**src/rtl/nvcsum_pkg.sv**
```systemverilog
package nvcsum_pkg;

    localparam logic [15:0] CRC_SEED = 16'hFFFF;

    typedef enum logic [2:0] {
        ST_IDLE,
        ST_READ,
        ST_PAD,
        ST_WR_HI,
        ST_WR_LO
    } nvcsum_state_e;

    // One byte of an MSB-first CRC-16 (generator 0x1021) in nibble form.
    function automatic logic [15:0] crc_byte_step(input logic [15:0] c,
                                                  input logic [7:0]  b);
        logic [7:0] t;
        logic [3:0] hi_n;
        logic [3:0] mix_n;
        logic [7:0] x;
        t     = c[15:8] ^ b;
        hi_n  = t[7:4];
        mix_n = t[3:0] ^ t[7:4];
        x     = {hi_n, mix_n};
        return {c[7:0], 8'h00} ^ {x[3:0], 12'h000} ^ {3'b000, x, 5'b00000} ^ {8'h00, x};
    endfunction

endpackage

```
**src/rtl/nvcsum_fold.sv**
```systemverilog
module nvcsum_fold
    import nvcsum_pkg::*;
(
    input  logic [15:0] crc_i,
    input  logic [7:0]  byte_i,
    output logic [15:0] crc_o
);
    always_comb begin
        crc_o = crc_byte_step(crc_i, byte_i);
    end
endmodule

```
**src/rtl/nvcsum_addr.sv**
```systemverilog
module nvcsum_addr #(
    parameter int AW = 12,
    localparam int CW = AW + 1
) (
    input  logic          clk_i,
    input  logic          rst_ni,
    input  logic          load_i,
    input  logic          step_i,
    input  logic [AW-1:0] base_i,
    input  logic [CW-1:0] count_i,
    output logic [AW-1:0] addr_o,
    output logic          empty_o,
    output logic          odd_o
);
    typedef struct packed {
        logic [AW-1:0] addr;
        logic [CW-1:0] left;
        logic          odd;
    } ag_t;

    ag_t ag_d, ag_q;

    always_comb begin
        ag_d = ag_q;
        if (load_i) begin
            ag_d.addr = base_i;
            ag_d.left = count_i;
            ag_d.odd  = count_i[0];
        end else if (step_i && (ag_q.left != '0)) begin
            ag_d.addr = ag_q.addr + 1'b1;
            ag_d.left = ag_q.left - 1'b1;
        end
    end

    always_ff @(posedge clk_i or negedge rst_ni) begin
        if (!rst_ni) ag_q <= '0;
        else         ag_q <= ag_d;
    end

    assign addr_o  = ag_q.addr;
    assign empty_o = (ag_q.left == '0);
    assign odd_o   = ag_q.odd;
endmodule

```
**src/rtl/nvcsum_engine.sv**
```systemverilog
module nvcsum_engine
    import nvcsum_pkg::*;
#(
    parameter int          AW       = 12,
    parameter logic [11:0] RES_ADDR = 12'h0FC,
    localparam int         CW       = AW + 1
) (
    input  logic          clk_i,
    input  logic          rst_ni,
    input  logic          start_i,
    input  logic [AW-1:0] base_i,
    input  logic [CW-1:0] count_i,
    output logic          busy_o,
    output logic          done_o,
    output logic [15:0]   crc_o,
    output logic          mem_req_o,
    output logic          mem_we_o,
    output logic [AW-1:0] mem_addr_o,
    output logic [7:0]    mem_wdata_o,
    input  logic [7:0]    mem_rdata_i
);
    localparam logic [AW-1:0] RES_HI = AW'(RES_ADDR);
    localparam logic [AW-1:0] RES_LO = AW'(RES_ADDR) + 1'b1;

    typedef struct packed {
        nvcsum_state_e st;
        logic [15:0]   crc;
        logic          pend;
        logic          done;
    } eng_t;

    eng_t e_d, e_q;

    logic          ag_load, ag_step, ag_empty, ag_odd;
    logic [AW-1:0] ag_addr;
    logic [7:0]    fold_byte;
    logic [15:0]   fold_crc;

    nvcsum_addr #(.AW(AW)) u_addr (
        .clk_i   (clk_i),
        .rst_ni  (rst_ni),
        .load_i  (ag_load),
        .step_i  (ag_step),
        .base_i  (base_i),
        .count_i (count_i),
        .addr_o  (ag_addr),
        .empty_o (ag_empty),
        .odd_o   (ag_odd)
    );

    assign fold_byte = (e_q.st == ST_PAD) ? 8'h00 : mem_rdata_i;

    nvcsum_fold u_fold (
        .crc_i  (e_q.crc),
        .byte_i (fold_byte),
        .crc_o  (fold_crc)
    );

    always_comb begin
        e_d         = e_q;
        e_d.done    = 1'b0;
        e_d.pend    = 1'b0;
        ag_load     = 1'b0;
        ag_step     = 1'b0;
        mem_req_o   = 1'b0;
        mem_we_o    = 1'b0;
        mem_addr_o  = ag_addr;
        mem_wdata_o = 8'h00;
        unique case (e_q.st)
            ST_IDLE: begin
                if (start_i) begin
                    ag_load = 1'b1;
                    e_d.crc = CRC_SEED;
                    e_d.st  = ST_READ;
                end
            end
            ST_READ: begin
                if (e_q.pend) e_d.crc = fold_crc;
                if (!ag_empty) begin
                    mem_req_o = 1'b1;
                    ag_step   = 1'b1;
                    e_d.pend  = 1'b1;
                end else begin
                    e_d.st = ag_odd ? ST_PAD : ST_WR_HI;
                end
            end
            ST_PAD: begin
                e_d.crc = fold_crc;
                e_d.st  = ST_WR_HI;
            end
            ST_WR_HI: begin
                mem_req_o   = 1'b1;
                mem_we_o    = 1'b1;
                mem_addr_o  = RES_HI;
                mem_wdata_o = e_q.crc[15:8];
                e_d.st      = ST_WR_LO;
            end
            ST_WR_LO: begin
                mem_req_o   = 1'b1;
                mem_we_o    = 1'b1;
                mem_addr_o  = RES_LO;
                mem_wdata_o = e_q.crc[7:0];
                e_d.done    = 1'b1;
                e_d.st      = ST_IDLE;
            end
            default: e_d.st = ST_IDLE;
        endcase
    end

    always_ff @(posedge clk_i or negedge rst_ni) begin
        if (!rst_ni) begin
            e_q.st   <= ST_IDLE;
            e_q.crc  <= CRC_SEED;
            e_q.pend <= 1'b0;
            e_q.done <= 1'b0;
        end else begin
            e_q <= e_d;
        end
    end

    assign busy_o = (e_q.st != ST_IDLE);
    assign done_o = e_q.done;
    assign crc_o  = e_q.crc;
endmodule

```
**config.mk**
```make
export PLATFORM = sky130hd
export DESIGN_NAME = nvcsum_engine
export DESIGN_NICKNAME = d
export VERILOG_FILES = /design/src/rtl/nvcsum_pkg.sv /design/src/rtl/nvcsum_fold.sv /design/src/rtl/nvcsum_addr.sv /design/src/rtl/nvcsum_engine.sv
export SDC_FILE = /design/constraint.sdc
export NUM_CORES = 1
export LEC_CHECK = 0
export BUFFER_PORTS_ARGS = -buffer_cell sky130_fd_sc_hd__buf_2
export CAP_MARGIN = 15
export CELL_PAD_IN_SITES_DETAIL_PLACEMENT = 1
export CELL_PAD_IN_SITES_GLOBAL_PLACEMENT = 1
export CORE_AREA = 2 2 84 106
export DETAILED_ROUTE_END_ITERATION = 8
export DIE_AREA = 0 0 86 108
export PLACE_DENSITY_LB_ADDON = 0.25
export SYNTH_ARGS = -nofsm -noshare
export SYNTH_HDL_FRONTEND = slang
export SYNTH_SLANG_ARGS = --single-unit
```
**constraint.sdc**
```tcl
create_clock -name clk_i -period 2 [get_ports clk_i]
set_input_delay 0.1 -clock clk_i [delete_from_list [all_inputs] [get_ports clk_i]]
set_output_delay 0.1 -clock clk_i [all_outputs]
set_load 0.01 [all_outputs]
```
==> run summary <==
Measured slew at the worst slew-check pin: 0.643 ns
Number of failing setup endpoints in the final timing report: 0
Worst Path Required: 2.23 ns
Mapped Nets: 354
Count of routing violations after the opening detailed-route iteration: 52
Register Area: 1200 sq um
Post-synth ARST share: 1.00
Number of endpoints with negative hold slack in the final report: 0
Starting density of the core: 0.348
Fraction of layout cells with a size suffix above 1: 0.349
Status: complete, no violations
Final Cell Area: 3680 sq um
Final Net Count: 447
CTS sink count: 47
Total half-perimeter wirelength after legalization and detailed placement: 5890 microns
Standby leakage power: 1.62 nW
Number of pins with negative max-slew slack in the final report: 0
Power per Cell Area: 948 nW/um^2
Die height: 108 microns
Post-detailed-routing wire length: 8040 microns
Crit end category: flip-flop
Top cells by area, synth: sky130_fd_sc_hd__dfrtp_1 (27%), sky130_fd_sc_hd__dfstp_2 (15%), sky130_fd_sc_hd__xnor2_1 (8.9%), sky130_fd_sc_hd__nor2_1 (4.6%), sky130_fd_sc_hd__xor2_1 (4.6%)
Min Clock Period, post-route: 1.92 ns
Post-Synthesis Cell Area: 2850 sq um
Period Utilization, post-route: 0.959
Sum of overflow across all layers after global routing: 0
Number of top-level design ports: 76
Worst-path clk slew: 0.09 ns
Full die area: 9290 sq um
Yosys reg bits: 47
Average wire length per cell after detail routing: 15.9 microns
Number of buffers on the longest clock path: 2
Post-synth top cells: sky130_fd_sc_hd__nor2_1 (35), sky130_fd_sc_hd__nand2_1 (33), sky130_fd_sc_hd__dfrtp_1 (31)
# rows: 37
Signal arrival time at the worst endpoint: 2.15 ns
Portion of synthesized cell area occupied by the leading cell type: 0.272
Final RePlAce weighted congestion: 0.787
Class of the tightest hold or removal check: in -> reg
TritonCTS clock tree: built
Post-route ant nets: 0
Via Count: 2608
Max-cap check violation count: 0
Worst slew margin relative to its limit: 0.567
YS warnings: 0
Most used flip-flop cell after synthesis: sky130_fd_sc_hd__dfrtp_1
Crit Path Class: reg -> reg
Critical path launch point type: flip-flop
Sequential element share of the synthesized area: 0.419
CTS H-Tree Depth: 2
Die W: 86 microns
Maximum fanout count along the critical path: 3
Wire length of the first global-routing pass: 13200 microns
Post-Synthesis Cells: 316
Area after detailed placement: 3380 sq um
Count of buffers from port buffering: 75
Via count of the first global-routing pass: 2724
Worst vdd rail ir drop: 0.285 mV
Final core utilization: 0.450
Worst-skew pair later-pin latency: 0.30 ns
Count of flip-flops with a built-in enable after synthesis: 0
Achievable Freq: 521 MHz
Number of buffers inserted during clock tree synthesis: 5
Relative area change from synthesis to final layout: 29.2%
Antenna violations before repair: 0
Remaining DRCs: 0
Syn_area_per_cell: 9.03 sq um
Worst reg2reg path depth: 7
WHS Path Cells: 3
Library cell used as clock root buffer: sky130_fd_sc_hd__clkbuf_8
FILL cells: 995
Count of cell types in the netlist: 45
Standard cell core area: 8190 sq um
Router iterations before antenna repair: 4
Antenna diode instance count: 0
Pin count of the biggest net entering global routing: 48
Final clock skew: 0.00976 ns
Worst hold slack across all endpoints: 0.00615 ns
Combined global-route utilization of all metal layers: 0.178
Top-count cell post-synth: sky130_fd_sc_hd__nor2_1
Library cell with the largest summed area after synthesis: sky130_fd_sc_hd__dfrtp_1
Setup repair after global routing missed its margin: yes
Footprint of the multi-input gates: 1530 sq um
Vias per inst: 5.14
-- sequential cells by signal (all words and copies together), names as in the netlist --
signal	count
done_o	1
u_addr.odd_o	1
u_addr.addr_o	12
u_addr.ag_q	13
e_q	4
crc_o	16
-- critical path, stage by stage (launching register included) --
cell and delay, ns:
sky130_fd_sc_hd__dfrtp_1 0.39, sky130_fd_sc_hd__inv_1 0.10, sky130_fd_sc_hd__ha_4 0.15, sky130_fd_sc_hd__or3b_4 0.37, sky130_fd_sc_hd__a2111o_1 0.44, sky130_fd_sc_hd__buf_4 0.16
sky130_fd_sc_hd__xnor2_1 0.11, sky130_fd_sc_hd__o21ai_0 0.14
-- path summary, 6_finish.rpt --
kind / from / to / slack [ns]
setup / recovery: u_addr.ag_q[1]$_DFFE_PN0P_ / u_addr.ag_q[9]$_DFFE_PN0P_ / 0.08
hold / removal: base_i[11] / u_addr.addr_o[11]$_DFFE_PN0P_ / 0.006
setup reg to reg: u_addr.ag_q[1]$_DFFE_PN0P_ / u_addr.ag_q[9]$_DFFE_PN0P_ / 0.08
hold reg to reg: u_addr.odd_o$_DFFE_PN0P_ / u_addr.odd_o$_DFFE_PN0P_ / 0.51
max in group asynchronous: rst_ni / crc_o[4]$_DFFE_PN1P_ / 1.41
min in group asynchronous: rst_ni / u_addr.ag_q[4]$_DFFE_PN0P_ / 0.31
-- placed cells by master, fill, tap and decap left out, types with 12 or more instances in the layout --
cell and instances:
sky130_fd_sc_hd__buf_2 75, sky130_fd_sc_hd__nor2_1 34, sky130_fd_sc_hd__nand2_1 32, sky130_fd_sc_hd__dfrtp_1 31, sky130_fd_sc_hd__xnor2_1 29, sky130_fd_sc_hd__buf_4 26, sky130_fd_sc_hd__a21oi_1 21, sky130_fd_sc_hd__o21ai_0 17
sky130_fd_sc_hd__dfstp_2 16, sky130_fd_sc_hd__xor2_1 14, sky130_fd_sc_hd__dlygate4sd3_1 12
-- power breakdown --
part	leakage (nW)	switching, mW	internal, mW	total, mW
Sequential	0.536	0.232	1.29	1.52
Clock	0.0422	0.339	0.247	0.586
Combinational	1.04	0.648	0.739	1.39
Total	1.62	1.22	2.27	3.49
-- routing by layer --
layer,GRT usage,vias to the layer above,share of wire
li1,-,1261,-
met1,0.221,1272,0.42
met2,0.321,66,0.52
met3,0.0252,9,0.039
met4,0.0442,0,0.013
met5,0,-,0
-- cell families after synthesis --
group | Yosys count | synth area share
flops | 47 | 0.419
compound gates | 60 | 0.131
fa+ha+maj | 2 | 0.00877
simple gates | 126 | 0.225
buf+inv | 36 | 0.0732
xor+xnor | 45 | 0.143
-- area by class of cell --
| cell class | count | share of cell area |
|---|---|---|
| multi-input combinational | 233 | 0.415 |
| sequential | 47 | 0.325 |
| timing repair buffer | 115 | 0.198 |
| tap | 97 | 0.0329 |
| clock buffer | 7 | 0.0207 |
| inverter | 7 | 0.00713 |
| clock inverter | 1 | 0.00136 |
-- timing repair --
| action | 4_1_cts | 5_1_grt |
|---|---|---|
| hold buffers | 12 | 0 |
| pin swaps | 4 | 3 |
| resized for setup | 5 | 10 |
| buffers inserted | 2 | 2 |
| hold endpoints to repair | 42 | 0 |
| setup endpoints to repair | 6 | 10 |
-- per-stage QoR --
| stage | power [mW] | cells | worst slack [ns] | setup TNS [ns] |
|---|---|---|---|---|
| 6_report | 3.49 | 507 | 0.0819 | 0 |
| 5_1_grt | 3.73 | 507 | -0.00497 | -0.00497 |
| 4_1_cts | 3.54 | 505 | 0.00528 | 0 |
| 3_5_place_dp | 2.92 | 483 | -0.0410 | -0.0410 |
| 3_3_place_gp | 2.85 | 483 | 0.0333 | 0 |
| 2_1_floorplan | 2.63 | 316 | 0.0458 | 0 |
Note: power is estimated with default switching activity, not from simulation.
